## src/rtl/ohp_pkg.sv

```systemverilog
package ohp_pkg;
  localparam int unsigned WORD_W = 32;

  typedef struct packed {
    logic is_zero;
    logic is_single;
    logic is_bad;
  } code_class_t;
endpackage

```

## src/rtl/ohp_code_check.sv

```systemverilog
module ohp_code_check
  import ohp_pkg::*;
#(
  parameter int unsigned CODE_W = 8
) (
  input  logic [CODE_W-1:0] code_i,
  output code_class_t       class_o
);
  // any_c[i]: some bit below i set; multi_c[i]: two or more bits below i set
  logic [CODE_W:0] any_c;
  logic [CODE_W:0] multi_c;

  assign any_c[0]   = 1'b0;
  assign multi_c[0] = 1'b0;

  for (genvar i = 0; i < CODE_W; i++) begin : g_scan
    assign any_c[i+1]   = any_c[i] | code_i[i];
    assign multi_c[i+1] = multi_c[i] | (any_c[i] & code_i[i]);
  end

  always_comb begin
    class_o.is_zero   = ~any_c[CODE_W];
    class_o.is_single = any_c[CODE_W] & ~multi_c[CODE_W];
    class_o.is_bad    = multi_c[CODE_W];
  end
endmodule

```

## src/rtl/ohp_regs.sv

```systemverilog
module ohp_regs
  import ohp_pkg::*;
#(
  parameter int unsigned CODE_W     = 8,
  parameter int unsigned ADDR_W     = 8,
  parameter int unsigned REG_OFFSET = 'h48
) (
  input  logic              clk_i,
  input  logic              rst_ni,
  input  logic              req_i,
  input  logic              we_i,
  input  logic [ADDR_W-1:0] addr_i,
  input  logic [WORD_W-1:0] wdata_i,
  output logic [WORD_W-1:0] rdata_o,
  output logic [CODE_W-1:0] tgt_code_o,
  output logic              err_o
);
  localparam int unsigned PAD_W = WORD_W - CODE_W;

  logic              hit;
  logic              wr_en;
  logic [CODE_W-1:0] raw_q;
  logic [CODE_W-1:0] tgt_q;
  logic              err_q;
  code_class_t       wcls;
  logic              unused_bits;

  assign hit   = req_i && (addr_i == ADDR_W'(REG_OFFSET));
  assign wr_en = hit && we_i;

  ohp_code_check #(.CODE_W(CODE_W)) u_wcheck (
    .code_i (wdata_i[CODE_W-1:0]),
    .class_o(wcls)
  );

  // reserved write bits are dropped
  assign unused_bits = (|wdata_i[WORD_W-1:CODE_W]) | wcls.is_single | wcls.is_zero;

  always_ff @(posedge clk_i or negedge rst_ni) begin
    if (!rst_ni) begin
      raw_q <= '0;
      tgt_q <= '0;
      err_q <= 1'b0;
    end else if (wr_en) begin
      raw_q <= wdata_i[CODE_W-1:0];
      if (wcls.is_bad) begin
        err_q <= 1'b1;
      end else begin
        tgt_q <= wdata_i[CODE_W-1:0];
      end
    end
  end

  assign rdata_o    = (hit && !we_i) ? {{PAD_W{1'b0}}, raw_q} : '0;
  assign tgt_code_o = tgt_q;
  assign err_o      = err_q;
endmodule

```

## src/rtl/ohp_divider.sv

```systemverilog
module ohp_divider #(
  parameter int unsigned CODE_W = 8
) (
  input  logic              clk_i,
  input  logic              rst_ni,
  input  logic [CODE_W-1:0] tgt_code_i,
  input  logic              src_sel_i,
  output logic              div_clk_o,
  output logic              div_en_o,
  output logic              mux_sel_o,
  output logic [CODE_W-1:0] active_code_o
);
  logic [CODE_W-1:0] active_q;
  logic [CODE_W-1:0] cnt_q;
  logic [CODE_W-1:0] half_m1;
  logic              phase_q;
  logic              sel_q;
  logic              bypass;
  logic              half_done;
  logic              period_end;

  assign bypass     = (active_q == '0);
  // one-hot code 2^k minus one is the last count of a half period of 2^k cycles
  assign half_m1    = active_q - CODE_W'(1);
  assign half_done  = (cnt_q == half_m1);
  assign period_end = bypass | (half_done & ~phase_q);

  always_ff @(posedge clk_i or negedge rst_ni) begin
    if (!rst_ni) begin
      active_q <= '0;
      cnt_q    <= '0;
      phase_q  <= 1'b0;
      sel_q    <= 1'b0;
    end else if (period_end) begin
      active_q <= tgt_code_i;
      sel_q    <= src_sel_i;
      cnt_q    <= '0;
      phase_q  <= (tgt_code_i != '0);
    end else if (half_done) begin
      cnt_q    <= '0;
      phase_q  <= ~phase_q;
    end else begin
      cnt_q    <= cnt_q + CODE_W'(1);
    end
  end

  assign div_clk_o     = bypass ? clk_i : phase_q;
  assign div_en_o      = period_end;
  assign mux_sel_o     = sel_q;
  assign active_code_o = active_q;
endmodule

```

## src/rtl/onehot_prescaler.sv

```systemverilog
module onehot_prescaler #(
  parameter int unsigned CODE_W     = 8,
  parameter int unsigned ADDR_W     = 8,
  parameter int unsigned REG_OFFSET = 'h48
) (
  input  logic              clk_i,
  input  logic              rst_ni,
  input  logic              req_i,
  input  logic              we_i,
  input  logic [ADDR_W-1:0] addr_i,
  input  logic [31:0]       wdata_i,
  output logic [31:0]       rdata_o,
  input  logic              src_sel_i,
  output logic              mux_sel_o,
  output logic              div_clk_o,
  output logic              div_en_o,
  output logic              err_o
);
  logic [CODE_W-1:0] tgt_code;
  logic [CODE_W-1:0] active_code;

  ohp_regs #(
    .CODE_W    (CODE_W),
    .ADDR_W    (ADDR_W),
    .REG_OFFSET(REG_OFFSET)
  ) u_regs (
    .clk_i     (clk_i),
    .rst_ni    (rst_ni),
    .req_i     (req_i),
    .we_i      (we_i),
    .addr_i    (addr_i),
    .wdata_i   (wdata_i),
    .rdata_o   (rdata_o),
    .tgt_code_o(tgt_code),
    .err_o     (err_o)
  );

  ohp_divider #(.CODE_W(CODE_W)) u_div (
    .clk_i        (clk_i),
    .rst_ni       (rst_ni),
    .tgt_code_i   (tgt_code),
    .src_sel_i    (src_sel_i),
    .div_clk_o    (div_clk_o),
    .div_en_o     (div_en_o),
    .mux_sel_o    (mux_sel_o),
    .active_code_o(active_code)
  );
endmodule

```

## config.mk

```make
export PLATFORM = sky130hd
export DESIGN_NAME = onehot_prescaler
export DESIGN_NICKNAME = d
export VERILOG_FILES = /design/src/rtl/ohp_pkg.sv /design/src/rtl/ohp_code_check.sv /design/src/rtl/ohp_regs.sv /design/src/rtl/ohp_divider.sv /design/src/rtl/onehot_prescaler.sv
export SDC_FILE = /design/constraint.sdc
export NUM_CORES = 1
export LEC_CHECK = 0
export BUFFER_PORTS_ARGS = -buffer_cell sky130_fd_sc_hd__buf_2
export CAP_MARGIN = 20
export CORE_ASPECT_RATIO = 0.8
export CORE_MARGIN = 2
export CORE_UTILIZATION = 50
export CTS_BUF_LIST = sky130_fd_sc_hd__clkbuf_8
export DETAILED_ROUTE_END_ITERATION = 10
export PLACE_DENSITY = 0.82
export SYNTH_ARGS = -nofsm -noshare
export SYNTH_HDL_FRONTEND = slang
export SYNTH_SLANG_ARGS = --single-unit
```

## constraint.sdc

```tcl
create_clock -name clk_i -period 3.6 [get_ports clk_i]
set_input_delay 0.72 -clock clk_i [delete_from_list [all_inputs] [get_ports clk_i]]
set_output_delay 0.72 -clock clk_i [all_outputs]
set_load 0.02 [all_outputs]
```

==> results.md <==
* IO buf count at 32
* Final Net Count at 273
* Remaining DRCs at 0
* Seq pwr share at 0.459
* Max-cap violations at 0
* Remaining global-route overflow at 0
* Unique masters post-synth at 42
* Worst hold margin at around 0.40 ns
* Area grow syn2layout at 14.5%
* Pwr per Cell Area at around 390 nW/µm²
* Worst Setup Path Type: reg -> out
* Post-DRT Antenna Nets at 0
* Top_reg_cell synth: dfrtp_1
* Total GRT Usage at 0.190
* Worst-path fanout max at 5
* Number of flops mapped to enable cells by yosys at 0
* CTS tree: yes
* Switching Power at 0.000243 W
* Synth warnings at 0
* CP top delay family: simple AND/OR/NAND/NOR gates
* Synth Instances at 181
* Hold-fix buffers, CTS at 0
* Initial antenna violation count at 0
* First-pass GRT wire length at 6.02 mm
* Chip height at 60.7 µm
* Synth Area in Compound Gates at 0.0936
* Total Power at around 0.00090 W
* P_leak at 1.14 nW
* 1st-pass router iterations at 4
* Top-area cell type share of the netlist area at 0.437
* Vias per inst at 5.00
* Period utilization at 0.970
* Slew headroom at 0.502
* Detailed Place HPWL at 2.60 mm
* Final Skew at 0.00170 ns
* Slew Limit Fails at 0
* Xor/xnor share of the synthesized area at 0.0568
* Core area at about 3800 µm²
* Largest net degree at the start of global routing at 36
* CP arrival at 2.77 ns
* Seq/Total Area, Yosys at 0.437
* Largest family of logic cells by synthesized area: simple AND/OR/NAND/NOR gates
* RD Place Congestion at 0.835
* Buf/Inv on CP at 2
* Die footprint at 4540 µm²
* CTS clock-pin slew for the worst setup and hold paths at roughly 0.060 ns
* Crit end category: primary output
* Worst setup SP type: flip-flop
* Die W at 74.8 µm
* Synth area leaders: dfrtp_1, mux2_2, buf_4
* Critical path required time at about 2.9 ns
* Int Pwr at 0.000653 W
* Clk pwr share at 0.416
* Tmin final at 3.49 ns
* Crit-path slowest cell: or4b_4
* Inserted Diodes at 0
* Largest area contributor in the netlist: dfrtp_1
* Vias in the first global route at 1,269
* Hold Crit Class: in -> async
* Synth Area in Adders at 0.0175
* Slew of the pin with the lowest slew margin at 0.747 ns
* Synth top cells by count: dfrtp_1, buf_4, mux2_2
* Total wire length at ~3.6 mm
* VDD IR max at 0.000420 V
* Post-Synth Simple-Gate Area at 0.171
* Count leader, synth: dfrtp_1
* Share of cells above drive strength 1 at 0.338
* Mean Syn Cell Area at 11.1 µm²
* Via Count at roughly 1,400
* Post-synthesis mux area share at 0.116
* Hold Vio Cnt, Final at 0
* Detailed-route wire length per cell at 13.0 µm
* Switching Share at 0.271
* I/O pin total at 81
* Initial Util at 0.524
* Combinational Power Share at 0.124
* Post-synthesis cell area at approximately 2000 µm²
* Yosys reg bits at 35
* Finished Core Util at 0.600
* Cell-by-cell trace of the critical path: inv_2 -> ha_4 -> or4b_4 -> or3_4 -> a2111oi_4 -> o2111ai_4 -> nand2_2 -> buf_6
* Core Rows at 20
* CP peak stage delay at 0.48 ns
* Final Setup Violations at 0
* Status: finished, final reports clean
* Fmax at between 0.2 and 0.3 GHz
* Ys async rst share at 1.00
* Clock latency on the worst-skew pair at between 0.3 and 0.4 ns
* DRT iter0 DRCs at 36
metal layers:
layer	vias up	global-route usage	part of all wire	wire [µm]
met5	-	0	0	0
met4	0	0.0918	0.018	65
met3	5	0.0847	0.047	172
met2	37	0.259	0.46	1690
met1	677	0.258	0.47	1710
li1	682	-	-	-
cell families (layout without fill, tap and decap cells):
kind of cell               after synthesis  in the layout
and+or+nand+nor                         59             59
DFF                                     35             35
buffers and inverters                   30             51
AOI/OAI and AO/OA                       20             20
muxes                                   20             20
xor gates and xnor gates                13             13
adders and majority gates                3              3
other                                    1             24
worst paths after layout:
kind                                        start                endpoint  slack, ns  depth (start not counted)
max                        u_div.active_code_o[0]                div_en_o       0.11                          8
min                                        rst_ni          u_div.cnt_q[2]       0.40                          1
max reg2reg                u_div.active_code_o[0]         u_div.mux_sel_o       0.69                          9
min reg2reg                          u_regs.err_o            u_regs.err_o       0.48                          1
max in group asynchronous                  rst_ni  u_div.active_code_o[0]       2.69                          1
min in group clk_i                   u_regs.err_o            u_regs.err_o       0.48                          1
final cells by class:
class                           count  area, µm²
Sequential cell                    35        877
Tap cell                           55       68.8
Multi-Input combinational cell    139       1010
Timing Repair Buffer               36        199
Inverter                            5       18.8
Clock inverter                      1       3.75
Fill cell                         324       1530
Clock buffer                        9        115
sequential cells by signal, summed over array words and instances, names as in the netlist:
signal,flops
u_div.active_code_o,8
u_div.cnt_q,8
u_div.mux_sel_o,1
u_div.phase_q,1
u_regs.err_o,1
u_regs.raw_q,8
u_regs.tgt_code_o,8
stage by stage:
stage                     instances  setup TNS [ns]  setup slack (ns)  area [µm²]
after detailed placement        268               0             0.302        2140
after CTS                       278               0            0.0490        2260
final                           280               0             0.107        2300
after global placement          268               0             0.329        2140
after global routing            280        -0.00128          -0.00128        2300
after floorplan                 204               0             0.505        2090
worst reg2reg max path, delay by kind of cell, from the launching register on:
| kind | cells | cell delay (ns) |
|---|---|---|
| AND/OR/NAND/NOR | 3 | 0.99 |
| AO/OA/AOI/OAI | 2 | 0.64 |
| flip-flops | 1 | 0.44 |
| multiplexers | 1 | 0.33 |
| buffers and inverters | 2 | 0.26 |
| adder cells (fa/ha/maj) | 1 | 0.13 |
power by group through the flow:
stage	registers (W)	clock network, W	logic [W]
6_report	0.000412	0.000373	0.000111
5_1_grt	0.000413	0.000408	0.000123
4_1_cts	0.000412	0.000383	0.000107
3_5_place_dp	0.000419	0.0000361	0.000106
3_3_place_gp	0.000419	0.0000361	0.000105
2_1_floorplan	0.000420	0.0000274	0.0000919
what timing repair did:
item	4_1_cts	5_1_grt
endpoints found under the setup margin	1	1
setup buffers	1	2
pin swaps	2	4
gates resized for setup	0	7
layout by cell type (no fill, tap or decap), drive strengths merged, types with 3 or more instances in the layout:
master  instances
buf            37
dfrtp          35
conb           24
mux2           20
nor2           11
and2            8
clkbuf          8
xnor2           7
nand2           7
nor4            6
xor2            6
nand3           6
a22o            6
inv             6
nor3            5
a21oi           4
and3            3
Power figures use the tool's default switching activity.
